<file path="src/rtl/irq_l1_pkg.sv">
package irq_l1_pkg;
  localparam int SRC_PER_WORD = 32;
  localparam int BYTES_PER_REG = 4;
endpackage

</file>
<file path="src/rtl/irq_l1_decode.sv">
module irq_l1_decode #(
  parameter int NUM_WORDS = 2,
  parameter int NUM_CPUS  = 2,
  parameter int ADDR_W    = 8,
  localparam int CPU_W    = (NUM_CPUS > 1) ? $clog2(NUM_CPUS) : 1,
  localparam int GRP_W    = (NUM_WORDS > 1) ? $clog2(NUM_WORDS) : 1
) (
  input  logic [ADDR_W-1:0]   addr_i,
  input  logic                we_i,
  output logic                hit_o,
  output logic                is_en_o,
  output logic [CPU_W-1:0]    bank_o,
  output logic [GRP_W-1:0]    grp_o,
  output logic [NUM_CPUS-1:0] en_we_o
);
  localparam int SLOT_W  = $clog2(2 * NUM_WORDS);
  localparam int BANK_AW = SLOT_W + 2;

  logic [SLOT_W-1:0]         slot;
  logic [ADDR_W-BANK_AW-1:0] bank_idx;
  int                        grp_int;

  assign slot     = addr_i[BANK_AW-1:2];
  assign bank_idx = addr_i[ADDR_W-1:BANK_AW];
  assign hit_o    = (int'(bank_idx) < NUM_CPUS);
  assign is_en_o  = (int'(slot) < NUM_WORDS);
  assign bank_o   = CPU_W'(bank_idx);

  // descending order: lowest slot of each kind carries the top group
  always_comb begin
    if (is_en_o) grp_int = NUM_WORDS - 1 - int'(slot);
    else         grp_int = 2 * NUM_WORDS - 1 - int'(slot);
  end
  assign grp_o = GRP_W'(grp_int);

  for (genvar c = 0; c < NUM_CPUS; c++) begin : g_we
    assign en_we_o[c] = we_i & hit_o & is_en_o & (int'(bank_idx) == c);
  end
endmodule

</file>
<file path="src/rtl/irq_l1_bank.sv">
module irq_l1_bank
  import irq_l1_pkg::*;
#(
  parameter int NUM_WORDS = 2,
  localparam int NSRC     = NUM_WORDS * SRC_PER_WORD,
  localparam int GRP_W    = (NUM_WORDS > 1) ? $clog2(NUM_WORDS) : 1
) (
  input  logic                    clk_i,
  input  logic                    rst_ni,
  input  logic                    we_i,
  input  logic [GRP_W-1:0]        grp_i,
  input  logic [SRC_PER_WORD-1:0] wdata_i,
  input  logic [NSRC-1:0]         src_i,
  output logic [NSRC-1:0]         en_o,
  output logic                    irq_o
);
  logic [NSRC-1:0] en_q;

  for (genvar w = 0; w < NUM_WORDS; w++) begin : g_word
    always_ff @(posedge clk_i or negedge rst_ni) begin
      if (!rst_ni)
        en_q[w*SRC_PER_WORD +: SRC_PER_WORD] <= '0;
      else if (we_i && (grp_i == GRP_W'(w)))
        en_q[w*SRC_PER_WORD +: SRC_PER_WORD] <= wdata_i;
    end
  end

  always_ff @(posedge clk_i or negedge rst_ni) begin
    if (!rst_ni) irq_o <= 1'b0;
    else         irq_o <= |(src_i & en_q);
  end

  assign en_o = en_q;
endmodule

</file>
<file path="src/rtl/irq_l1_ctrl.sv">
module irq_l1_ctrl
  import irq_l1_pkg::*;
#(
  parameter int NUM_WORDS = 2,
  parameter int NUM_CPUS  = 2,
  parameter int ADDR_W    = 8,
  localparam int NSRC     = NUM_WORDS * SRC_PER_WORD
) (
  input  logic                    clk_i,
  input  logic                    rst_ni,
  input  logic [ADDR_W-1:0]       addr_i,
  input  logic                    we_i,
  input  logic [SRC_PER_WORD-1:0] wdata_i,
  output logic [SRC_PER_WORD-1:0] rdata_o,
  input  logic [NSRC-1:0]         irq_i,
  output logic [NUM_CPUS-1:0]     cpu_irq_o
);
  localparam int CPU_W = (NUM_CPUS > 1) ? $clog2(NUM_CPUS) : 1;
  localparam int GRP_W = (NUM_WORDS > 1) ? $clog2(NUM_WORDS) : 1;
  localparam int OFS_W = GRP_W + 5;

  logic                         hit, is_en;
  logic [CPU_W-1:0]             bank;
  logic [GRP_W-1:0]             grp;
  logic [NUM_CPUS-1:0]          en_we;
  logic [NUM_CPUS-1:0][NSRC-1:0] en_all;
  logic [OFS_W-1:0]             ofs;

  irq_l1_decode #(
    .NUM_WORDS(NUM_WORDS), .NUM_CPUS(NUM_CPUS), .ADDR_W(ADDR_W)
  ) u_dec (
    .addr_i(addr_i), .we_i(we_i), .hit_o(hit), .is_en_o(is_en),
    .bank_o(bank), .grp_o(grp), .en_we_o(en_we)
  );

  for (genvar c = 0; c < NUM_CPUS; c++) begin : g_cpu
    irq_l1_bank #(.NUM_WORDS(NUM_WORDS)) u_bank (
      .clk_i(clk_i), .rst_ni(rst_ni), .we_i(en_we[c]), .grp_i(grp),
      .wdata_i(wdata_i), .src_i(irq_i), .en_o(en_all[c]), .irq_o(cpu_irq_o[c])
    );
  end

  assign ofs = {grp, 5'b0};

  always_comb begin
    rdata_o = '0;
    if (hit) begin
      if (is_en) rdata_o = en_all[bank][ofs +: SRC_PER_WORD];
      else       rdata_o = irq_i[ofs +: SRC_PER_WORD];
    end
  end
endmodule

</file>
<file path="config.mk">
export PLATFORM = sky130hd
export DESIGN_NAME = irq_l1_ctrl
export DESIGN_NICKNAME = d
export VERILOG_FILES = /design/src/rtl/irq_l1_pkg.sv /design/src/rtl/irq_l1_decode.sv /design/src/rtl/irq_l1_bank.sv /design/src/rtl/irq_l1_ctrl.sv
export SDC_FILE = /design/constraint.sdc
export NUM_CORES = 1
export LEC_CHECK = 0
export BUFFER_PORTS_ARGS = -buffer_cell sky130_fd_sc_hd__clkbuf_2
export CORE_MARGIN = 4
export CORE_UTILIZATION = 30
export CTS_CLUSTER_DIAMETER = 40
export DETAILED_ROUTE_END_ITERATION = 10
export SLEW_MARGIN = 30
export SYNTH_ARGS = -nofsm -noshare
export SYNTH_HDL_FRONTEND = slang
export SYNTH_HIERARCHICAL = 1
export SYNTH_SLANG_ARGS = --single-unit
</file>
<file path="constraint.sdc">
create_clock -name clk_i -period 3.1 [get_ports clk_i]
set_input_delay 0.465 -clock clk_i [delete_from_list [all_inputs] [get_ports clk_i]]
set_output_delay 0.465 -clock clk_i [all_outputs]
set_load 0.005 [all_outputs]
</file>
==> flow_summary.toml <==
[run_status]
status = "completed"

[floorplan]
die-area_um2 = 27500
die_w_um = 165.8
core_area_um2 = 24390
die_y_um = 165.8
row_count = 57
pin_count = 141
initial_core_util_pct = 30.64

[yosys]
synth_top_family_by_area = "multiplexers"
synth-xor-area-share_pct = 0
seq_area_frac_synth_pct = 43.53
synthesis.nets = 691
synth_adder_area_share_pct = 0
synthDistinctLibCells = 24
ys_warn_count = 6
async_flop_share_pct = 100.0
yosys_most_used_dff = "dfrtp_1"
muxShareOfSynthArea_pct = 30.34
syn_area_um2 = 7473
synthCells = 584
synth-edff-count = 0
ys_seq_elements = 130
synthSimpleGateAreaFrac_pct = 3.415
syn_area_per_cell_um2 = 12.80
synth_compound_area_share_pct = 19.02

[run]
maxCapViolCount = 0

[setup_path]
r2r-start = "g_cpu[1].u_bank/en_o[31]"
required_ns = 2.63
critPathCaptureType = "output port"
path_class = "primary input to output port"
setup.worst_path.end = "rdata_o[9]"
startpoint = "addr_i[7]"
critPathMaxStageDelay_ns = 0.37
startpoint_type = "primary input"
regToRegEndpoint = "g_cpu[1].u_bank/irq_o"
crit_chain = "clkbuf_2 > nor3_2 > nor2b_4 > buf_12 > a32oi_1 > o211ai_1 > clkbuf_2"
crit_fanout = 64
cp_slowest_cell = "nor3_2"
crit_arrival_ns = 2.08
crit_top_cell = "clkbuf_2"
reg2reg_depth = 4
reg2reg_slack_ns = 1.05

[global_route]
antenna_found_initial = 2
grt_pass1_wl_mm = 38.38
grt_max_degree = 65
grt_pass1_vias = 6065
grt_usage_pct = 18.10
grt_overflow = 0

[cells_and_area]
num-fill-cells = 2431
final_common_cell = "clkbuf_2"
area_delta_synth_final_pct = 22.37
final_util_pct = 37.49
drive_above_1_share_pct = 38.59
stdcell_area_um2 = 9145
fin_nets = 818
mostFrequentLayoutCells = "136 x clkbuf_2, 130 x dfrtp_1, 120 x mux2_1"
diodes = 0

[clock_tree]
cts.path.max_buffers = 2
worstSkewPairLatency_ns = 0.42
postCtsHoldBufs = 0
cts_sinks = 130
clkTransAtPathRegs_ns = 0.05
post_cts_buffers = 0
cts_tree = "built"
cts_resized = 0
numCtsBuffers = 17
clock-root-buffer = "clkbuf_16"
htreeDepth = 4

[place]
gp_congestion = 0.8588
numPortBuffers = 138
dpl-instance-area_um2 = 8547
hpwl_mm = 17.81

[route]
wl_mm = 24.88
viasPerCell = 5.587
postRouteAntennaNets = 0
route.detailed.wl_per_inst_um = 23.77
drc_errors = 0
dr.pass1.iters = 5
vias = 5850
drtIter0Drc = 383

[pwr]
switchingPower_uw = 1344
vdd_ir_drop_max_uv = 335.5
p_seq_share_pct = 42.2
clkPwrFrac_pct = 40.4
p_per_area_nw_per_um2 = 546.6
internal_power_uw = 3655
p_leak_uw = 0.004220
switching_share_pct = 26.89
combPwrFrac_pct = 17.4

[sta]
setup_tns_ns = 0
fin_skew_ns = 0.007788
max_freq_ghz = 0.3923
fin_hold_ws_ns = 0.1152
drv_slew = 0
setup_viol = 0
relSlewSlack_pct = 49.61
rsz0062_at_grt = "no"
finalHoldViolations = 0
period_share_pct = 82.24
worst_pin_slew_ns = 0.7558
finalCriticalPeriod_ns = 2.549

[worst_hold_path]
hp-class = "primary input to async pin"
[flip-flops by register name (all words and copies together), names as in the netlist]
name / cells
g_cpu.u_bank/en_o: 128
g_cpu.u_bank/irq_o: 2
[stage by stage]
stage / total power, uW / instances / setup WS, ns
final: 4999 / 1047 / 0.5506
after global routing: 5224 / 1047 / 0.4436
after CTS: 5035 / 1047 / 0.5199
after detailed placement: 3001 / 1016 / 0.5189
after floorplan: 2613 / 584 / 1.226
after global placement: 2984 / 1016 / 0.5426
[cell usage after synthesis (all sizes together), types with 2 or more instances]
library cell | instances | area share [%]
a22o | 32 | 3.8
a221oi | 32 | 5.1
nand4 | 8 | 0.67
a32oi | 32 | 3.8
dfrtp | 130 | 44
clkbuf | 13 | 0.65
nor2b | 3 | 0.25
o211ai | 64 | 6.4
inv | 3 | 0.15
buf | 34 | 2.9
mux2 | 192 | 30
or4 | 2 | 0.20
nand2 | 34 | 1.7
[cells by family (layout without fill, tap and decap cells)]
logic type	after synthesis	after routing
flip-flops	130	130
AO/OA/AOI/OAI	160	160
AND/OR/NAND/NOR	52	52
buffers and inverters	50	189
multiplexers	192	192
[power by group through the flow]
stage / Clock [uW] / Sequential, uW / Combinational (uW)
after floorplan: 0 / 2070 / 541
after global placement: 0 / 2130 / 857
after detailed placement: 0 / 2140 / 866
after CTS: 2060 / 2110 / 872
after global routing: 2140 / 2140 / 941
final: 2020 / 2110 / 871
[worst min path at each step]
stage | start | endpoint | slack, ns | depth (start not counted)
6_report | rst_ni | g_cpu[1].u_bank/en_o[39] | 0.12 | 1
4_1_cts | rst_ni | g_cpu[1].u_bank/en_o[39] | 0.13 | 1
5_1_grt | rst_ni | g_cpu[1].u_bank/en_o[6] | 0.15 | 1
3_5_place_dp | g_cpu[1].u_bank/en_o[20] | g_cpu[1].u_bank/en_o[20] | 0.50 | 1
3_3_place_gp | g_cpu[0].u_bank/en_o[9] | g_cpu[0].u_bank/en_o[9] | 0.49 | 1
2_1_floorplan | rst_ni | g_cpu[0].u_bank/en_o[0] | 0.17 | 0
[critical path: cells and delay by family]
family,cells,cell delay (ns)
buf+inv,3,0.56
simple gates,2,0.61
compound gates,2,0.39
[layout make-up]
| class | count | area, um2 | share of cell area (%) |
|---|---|---|---|
| sequential | 130 | 3253 | 35.57 |
| clock inverter | 9 | 103.9 | 1.136 |
| tap | 324 | 405.4 | 4.433 |
| timing repair buffer | 155 | 910.9 | 9.960 |
| clock buffer | 22 | 494.2 | 5.404 |
| multi-input combinational | 404 | 3966 | 43.37 |
| inverter | 3 | 11.26 | 0.1231 |
[per-layer routing]
layer  share of wire, %  track usage, %
met4                2.2           5.308
met2                 46           27.75
met1                 45           24.66
met5               0.11               0
met3                6.5           5.689
No activity file was read; power rests on OpenSTA's default activity.
